`config.mk`:
```
export PLATFORM = sky130hd
export DESIGN_NAME = halfword_fetch_bridge
export DESIGN_NICKNAME = d
export VERILOG_FILES = /design/src/rtl/hwb_pkg.sv /design/src/rtl/hwb_ctrl.sv /design/src/rtl/hwb_datapath.sv /design/src/rtl/halfword_fetch_bridge.sv
export SDC_FILE = /design/constraint.sdc
export NUM_CORES = 1
export LEC_CHECK = 0
export CAP_MARGIN = 10
export CORE_ASPECT_RATIO = 1.5
export CORE_MARGIN = 5
export CORE_UTILIZATION = 45
export CTS_CLUSTER_DIAMETER = 150
export CTS_CLUSTER_SIZE = 40
export DETAILED_ROUTE_END_ITERATION = 10
export PLACE_DENSITY = 0.77
export RECOVER_POWER = 100
export REMOVE_ABC_BUFFERS = 1
export SETUP_SLACK_MARGIN = 0.2
export SLEW_MARGIN = 25
export SYNTH_ARGS = -nofsm -noshare
export SYNTH_HDL_FRONTEND = slang
export SYNTH_SLANG_ARGS = --single-unit
```
`constraint.sdc`:
```
create_clock -name clk -period 3.6 [get_ports clk]
set_clock_uncertainty 0.1 [all_clocks]
set_input_delay 0.9 -clock clk [delete_from_list [all_inputs] [get_ports clk]]
set_output_delay 0.9 -clock clk [all_outputs]
set_load 0.03 [all_outputs]
```
`src/rtl/hwb_pkg.sv`:
```
package hwb_pkg;

  typedef enum logic [1:0] {
    ST_IDLE = 2'd0,
    ST_LOW  = 2'd1,
    ST_HIGH = 2'd2,
    ST_RESP = 2'd3
  } bridgeState_t;

  localparam logic [1:0] SZ_BYTE = 2'd0;
  localparam logic [1:0] SZ_HALF = 2'd1;

  // Strobes from the sequencer to the datapath
  typedef struct packed {
    logic capture;     // latch request fields
    logic secondAcc;   // drive upper-halfword address
    logic loadLow;     // hold the lower halfword
    logic loadNarrow;  // load a byte/halfword response
    logic loadWord;    // load a joined word response
    logic loadErr;     // load an alignment-error response
    logic clrRsp;      // clear response registers
  } bridgeStrobe_t;

endpackage

```
`src/rtl/hwb_ctrl.sv`:
```
module hwb_ctrl
  import hwb_pkg::*;
(
  input  logic          clk,
  input  logic          rstN,
  input  logic          reqValid,
  input  logic          reqWide,
  input  logic          reqMisalign,
  output logic          reqReady,
  output logic          memEn,
  output logic          rspValid,
  output bridgeStrobe_t strobe
);

  bridgeState_t state, stateNext;
  logic wordReq;
  logic idle, accept;

  assign idle   = (state == ST_IDLE);
  assign accept = idle && reqValid;

  always_comb begin
    strobe            = '0;
    strobe.capture    = accept;
    strobe.loadErr    = accept && reqMisalign;
    strobe.secondAcc  = (state == ST_LOW);
    strobe.loadLow    = (state == ST_LOW) && wordReq;
    strobe.loadNarrow = (state == ST_LOW) && !wordReq;
    strobe.loadWord   = (state == ST_HIGH);
    strobe.clrRsp     = (state == ST_RESP);
  end

  assign reqReady = idle;
  assign rspValid = (state == ST_RESP);
  assign memEn    = (accept && !reqMisalign) || ((state == ST_LOW) && wordReq);

  always_comb begin
    stateNext = state;
    case (state)
      ST_IDLE: if (accept) stateNext = reqMisalign ? ST_RESP : ST_LOW;
      ST_LOW:  stateNext = wordReq ? ST_HIGH : ST_RESP;
      ST_HIGH: stateNext = ST_RESP;
      ST_RESP: stateNext = ST_IDLE;
      default: stateNext = ST_IDLE;
    endcase
  end

  always_ff @(posedge clk or negedge rstN) begin
    if (!rstN) begin
      state   <= ST_IDLE;
      wordReq <= 1'b0;
    end else begin
      state <= stateNext;
      if (accept) wordReq <= reqWide;
    end
  end

endmodule

```
`src/rtl/hwb_datapath.sv`:
```
module hwb_datapath
  import hwb_pkg::*;
#(
  parameter int ADDR_W = 16,
  parameter int HALF_W = 16
) (
  input  logic                  clk,
  input  logic                  rstN,
  input  bridgeStrobe_t         strobe,
  input  logic [ADDR_W-1:0]     reqAddr,
  input  logic [1:0]            reqSize,
  input  logic [HALF_W-1:0]     memRdata,
  output logic [ADDR_W-2:0]     memAddr,
  output logic [2*HALF_W-1:0]   rspData,
  output logic                  rspAlignErr,
  output logic                  reqWide,
  output logic                  reqMisalign
);

  localparam int HW_ADDR_W = ADDR_W - 1;
  localparam int WORD_W    = 2 * HALF_W;
  localparam int BYTE_W    = HALF_W / 2;

  logic [HW_ADDR_W-1:0] capAddr;
  logic                 capLane;
  logic                 capByte;
  logic [HALF_W-1:0]    lowHalf;
  logic [WORD_W-1:0]    narrowVal;
  logic [BYTE_W-1:0]    laneByte;

  assign reqWide     = reqSize[1];
  assign reqMisalign = reqSize[1] && (reqAddr[1:0] != 2'b00);

  // The upper half of an aligned word sits at an odd halfword address.
  assign memAddr = strobe.secondAcc ? {capAddr[HW_ADDR_W-1:1], 1'b1}
                                    : reqAddr[ADDR_W-1:1];

  assign laneByte  = capLane ? memRdata[HALF_W-1:BYTE_W] : memRdata[BYTE_W-1:0];
  assign narrowVal = capByte ? {{(WORD_W-BYTE_W){1'b0}}, laneByte}
                             : {{(WORD_W-HALF_W){1'b0}}, memRdata};

  always_ff @(posedge clk or negedge rstN) begin
    if (!rstN) begin
      capAddr <= '0;
      capLane <= 1'b0;
      capByte <= 1'b0;
    end else if (strobe.capture) begin
      capAddr <= reqAddr[ADDR_W-1:1];
      capLane <= reqAddr[0];
      capByte <= (reqSize == SZ_BYTE);
    end
  end

  always_ff @(posedge clk or negedge rstN) begin
    if (!rstN)               lowHalf <= '0;
    else if (strobe.loadLow) lowHalf <= memRdata;
  end

  always_ff @(posedge clk or negedge rstN) begin
    if (!rstN) begin
      rspData     <= '0;
      rspAlignErr <= 1'b0;
    end else if (strobe.clrRsp) begin
      rspData     <= '0;
      rspAlignErr <= 1'b0;
    end else if (strobe.loadErr) begin
      rspData     <= '0;
      rspAlignErr <= 1'b1;
    end else if (strobe.loadNarrow) begin
      rspData     <= narrowVal;
      rspAlignErr <= 1'b0;
    end else if (strobe.loadWord) begin
      rspData     <= {memRdata, lowHalf};
      rspAlignErr <= 1'b0;
    end
  end

endmodule

```
`src/rtl/halfword_fetch_bridge.sv`:
```
module halfword_fetch_bridge
  import hwb_pkg::*;
#(
  parameter int ADDR_W = 16,
  parameter int HALF_W = 16
) (
  input  logic                clk,
  input  logic                rstN,
  input  logic                reqValid,
  input  logic [ADDR_W-1:0]   reqAddr,
  input  logic [1:0]          reqSize,
  output logic                reqReady,
  output logic                rspValid,
  output logic [2*HALF_W-1:0] rspData,
  output logic                rspAlignErr,
  output logic                memEn,
  output logic [ADDR_W-2:0]   memAddr,
  input  logic [HALF_W-1:0]   memRdata
);

  bridgeStrobe_t strobe;
  logic reqWide, reqMisalign;

  hwb_ctrl u_ctrl (
    .clk         (clk),
    .rstN        (rstN),
    .reqValid    (reqValid),
    .reqWide     (reqWide),
    .reqMisalign (reqMisalign),
    .reqReady    (reqReady),
    .memEn       (memEn),
    .rspValid    (rspValid),
    .strobe      (strobe)
  );

  hwb_datapath #(
    .ADDR_W (ADDR_W),
    .HALF_W (HALF_W)
  ) u_datapath (
    .clk         (clk),
    .rstN        (rstN),
    .strobe      (strobe),
    .reqAddr     (reqAddr),
    .reqSize     (reqSize),
    .memRdata    (memRdata),
    .memAddr     (memAddr),
    .rspData     (rspData),
    .rspAlignErr (rspAlignErr),
    .reqWide     (reqWide),
    .reqMisalign (reqMisalign)
  );

endmodule

```
==> flow_summary.toml <==
[status]
status = "finished, violations left"
violations = "capacitance limit, slew limit"

[clocking]
cts_sinks = 68
cts_hold_repair.buffers = 0
cts_max_level = 3
path_clk_slew_ns = 0.07
clockBufferDepth = 2
clk_latency_ns = 0.34
clock-root-buffer = "clkbuf_8"
cts_resized = 0
cts_tree = "yes"
cts_buffers = 9
post_cts_buffers = 0

[power]
switchingPower_mw = 1.75
ir_worst_vdd_v = 0.000635
p_per_area_nw_per_um2 = 957
pwr-share-comb_pct = 53.0
switching_share_pct = 42.7
p_int_mw = 2.35
clkPwrFrac_pct = 14.9
p_leak_nw = 1.86
power_mw = 4.10
seq_power_share_pct = 32.1

[sta]
min_period_ns = 3.35
hold_violations = 0
rsz0062_at_grt = "no"
relSlewSlack_pct = -2.70
slew_violations = 30
tns_ns = 0
timing.fmax_mhz = 299
finalCritPeriodShare_pct = 93.0
tightestPinTransition_ns = 1.54
setup_viol = 0

[setup_path]
cp-startpoint = "u_ctrl.state[1]"
crit_fanout = 16
ff2ff_setup_slack_ns = 0.73
cp.required_ns = 2.60
critPathTopFamily = "buffers and inverters"
crit-reg2reg-launch = "u_ctrl.state[1]"
setup.worst_path.end_class = "output pin"
max_stage_delay_ns = 0.70
startpoint_type = "flop"
critPathArrivalTime_ns = 2.35
crit_buf_inv = 3
worstSetupPathType = "reg2out"
critPathCapture = "memAddr[4]"
crit_path_top_delay_cell = "dlygate4sd3_1"
cp.depth = 5
path_cells = "inv_1 > ha_1 > buf_4 > mux2_2 > dlygate4sd3_1"
r2r_cells = 7
r2r_end = "u_datapath.rspData[16]"

[logic_synthesis]
synthDistinctLibCells = 27
avgSynthCellArea_um2 = 11.0
synth_warnings = 0
ys_ff_latch = 68
synth-seq-area-share_pct = 52.7
synth_cells = 295
syn_area_um2 = 3230

[route]
met1Wirelength_um = 2940
viasPerCell = 5.54
drc_errors = 0
dr_wl_met3_um = 596
first_pass_iters = 4
highest_layer = "met4"
drt_iter0_drc = 123
detail-route-antenna-nets = 0
wl_per_cell_um = 16.5
vias = 2561
wl_met2_um = 4000
routed_wl_um = 7650

[layout]
fillers = 609
finalCoreUtilization_pct = 61.7
final_area_um2 = 4280
antennaDiodeCount = 0
layout.nets = 423
drive_above_1_share_pct = 16.7
syn_to_final_growth_pct = 32.6

[global_routing]
grtUsageTotal_pct = 18.7
grt_pass1_vias = 2759
grt-ovfl-total = 0
antenna_found_initial = 0
grt_max_degree = 32
grt_pass1_wl_um = 13200

[place]
place.gp.congestion = 0.734
dp_hpwl_um = 5420
io_buffers = 87
placed_cell_area_um2 = 4130

[floorplanning]
die_w_um = 79.2
core_um2 = 6940
die_h_um = 114
start_util_pct = 46.5
rows = 37
die_area_um2 = 9010
ios = 88

[flow_run]
cap_viol_max_count = 1

[min_path]
hold_depth = 1
holdCritPathClass = "reg2reg"
==> state kept, by name (all words and copies together) (netlist names) <==
name	count
u_datapath.capLane	1
u_ctrl.state	2
u_datapath.capAddr	14
u_datapath.capByte	1
u_datapath.rspAlignErr	1
u_datapath.lowHalf	16
u_datapath.rspData	32
u_ctrl.wordReq	1
==> synthesized netlist by cell type <==
library cell  count  area, um^2
a211oi_1          8        60.1
a21oi_1          26         130
a311o_1           8        80.1
buf_1             1        3.75
buf_2            11        55.1
buf_4             4        30.0
buf_6             2        22.5
clkbuf_1          4        15.0
dfrtp_1          68        1700
ha_1              6        75.1
inv_1             2        7.51
mux2_2           46         518
mux2i_1           2        20.0
nand2_1          36         135
nand2b_1          3        18.8
nand3_1          23         115
nor2_1           19        71.3
nor2_2            1        6.26
nor2b_1           1        6.26
nor2b_4           1        13.8
nor3_1            9        45.0
nor3b_1           8        60.1
o2111ai_1         1        8.76
o21a_1            1        7.51
o21ai_0           1        5.00
o31ai_1           1        7.51
or2_2             2        12.5
==> power by group through the flow <==
| stage | Sequential [mW] | Clock [mW] | Combinational [mW] |
|---|---|---|---|
| after global placement | 1.32 | 0 | 2.26 |
| after floorplan | 1.54 | 0 | 1.25 |
| after detailed placement | 1.34 | 0 | 2.30 |
| after CTS | 1.33 | 0.620 | 2.31 |
| after global routing | 1.37 | 0.662 | 2.38 |
| final | 1.32 | 0.609 | 2.17 |
==> cells by family after synthesis <==
kind of cell | Yosys count | share of synthesized area, %
flops | 68 | 52.7
compound gates | 46 | 9.25
mux | 48 | 16.6
buf+inv | 24 | 4.14
simple gates | 103 | 15.0
fa+ha+maj | 6 | 2.32
==> area by class of cell <==
class	count	area [um^2]	area share, %
clock inverter	2	35.0	0.818
tap	78	97.6	2.28
inverter	2	7.51	0.175
multi-input combinational	203	1390	32.4
timing repair buffer	96	905	21.1
clock buffer	13	149	3.48
sequential	68	1700	39.7
==> layout by cell type (no fill, tap or decap), types with 2 or more instances in the layout <==
| master | synthesis | routed |
|---|---|---|
| a311o_1 | 8 | 8 |
| buf_4 | 4 | 3 |
| a21oi_1 | 26 | 26 |
| nand2b_1 | 3 | 3 |
| ha_1 | 6 | 6 |
| nor3b_1 | 8 | 8 |
| nand2_1 | 36 | 36 |
| nor2_1 | 19 | 19 |
| clkbuf_8 | 0 | 10 |
| inv_1 | 2 | 2 |
| mux2i_1 | 2 | 2 |
| dlygate4sd3_1 | 0 | 52 |
| clkbuf_1 | 4 | 10 |
| dfrtp_1 | 68 | 68 |
| a211oi_1 | 8 | 8 |
| nor3_1 | 9 | 9 |
| clkdlybuf4s50_1 | 0 | 33 |
| nand3_1 | 23 | 23 |
| mux2_2 | 46 | 46 |
| nor2b_1 | 1 | 2 |
==> layer usage <==
metal  global-route usage (%)  up-vias
met5                        0        -
met1                     21.6     1270
li1                         -     1210
met4                     5.62        0
met3                     8.06        8
met2                     31.2       73
==> metrics by stage <==
step                instances  hold WS, ns  setup WS (ns)
finish                    462        0.407          0.253
CTS                       462        0.375          0.312
global route              462        0.419          0.132
floorplan                 273        0.374          0.463
global placement          447        0.382          0.395
detailed placement        447        0.393          0.393
==> worst register-to-register path, stage by stage, from the launching register on <==
cell and delay, ns:
dfrtp_1 0.41, inv_1 0.14, ha_1 0.16, buf_4 0.23, nor2b_1 0.26, or2_0 1.11, nand3_1 0.18, a21oi_1 0.21
==> worst min path at each step <==
stage / endpoint / start / slack (ns)
2_1_floorplan: u_datapath.capAddr[10] / u_datapath.capAddr[10] / 0.37
3_3_place_gp: u_datapath.capAddr[4] / u_datapath.capAddr[4] / 0.38
3_5_place_dp: u_datapath.capAddr[13] / u_datapath.capAddr[13] / 0.39
4_1_cts: u_datapath.rspData[6] / rstN / 0.37
5_1_grt: u_datapath.lowHalf[3] / u_datapath.lowHalf[3] / 0.42
6_report: u_datapath.capAddr[3] / u_datapath.capAddr[3] / 0.41
Power figures use the tool's default switching activity.
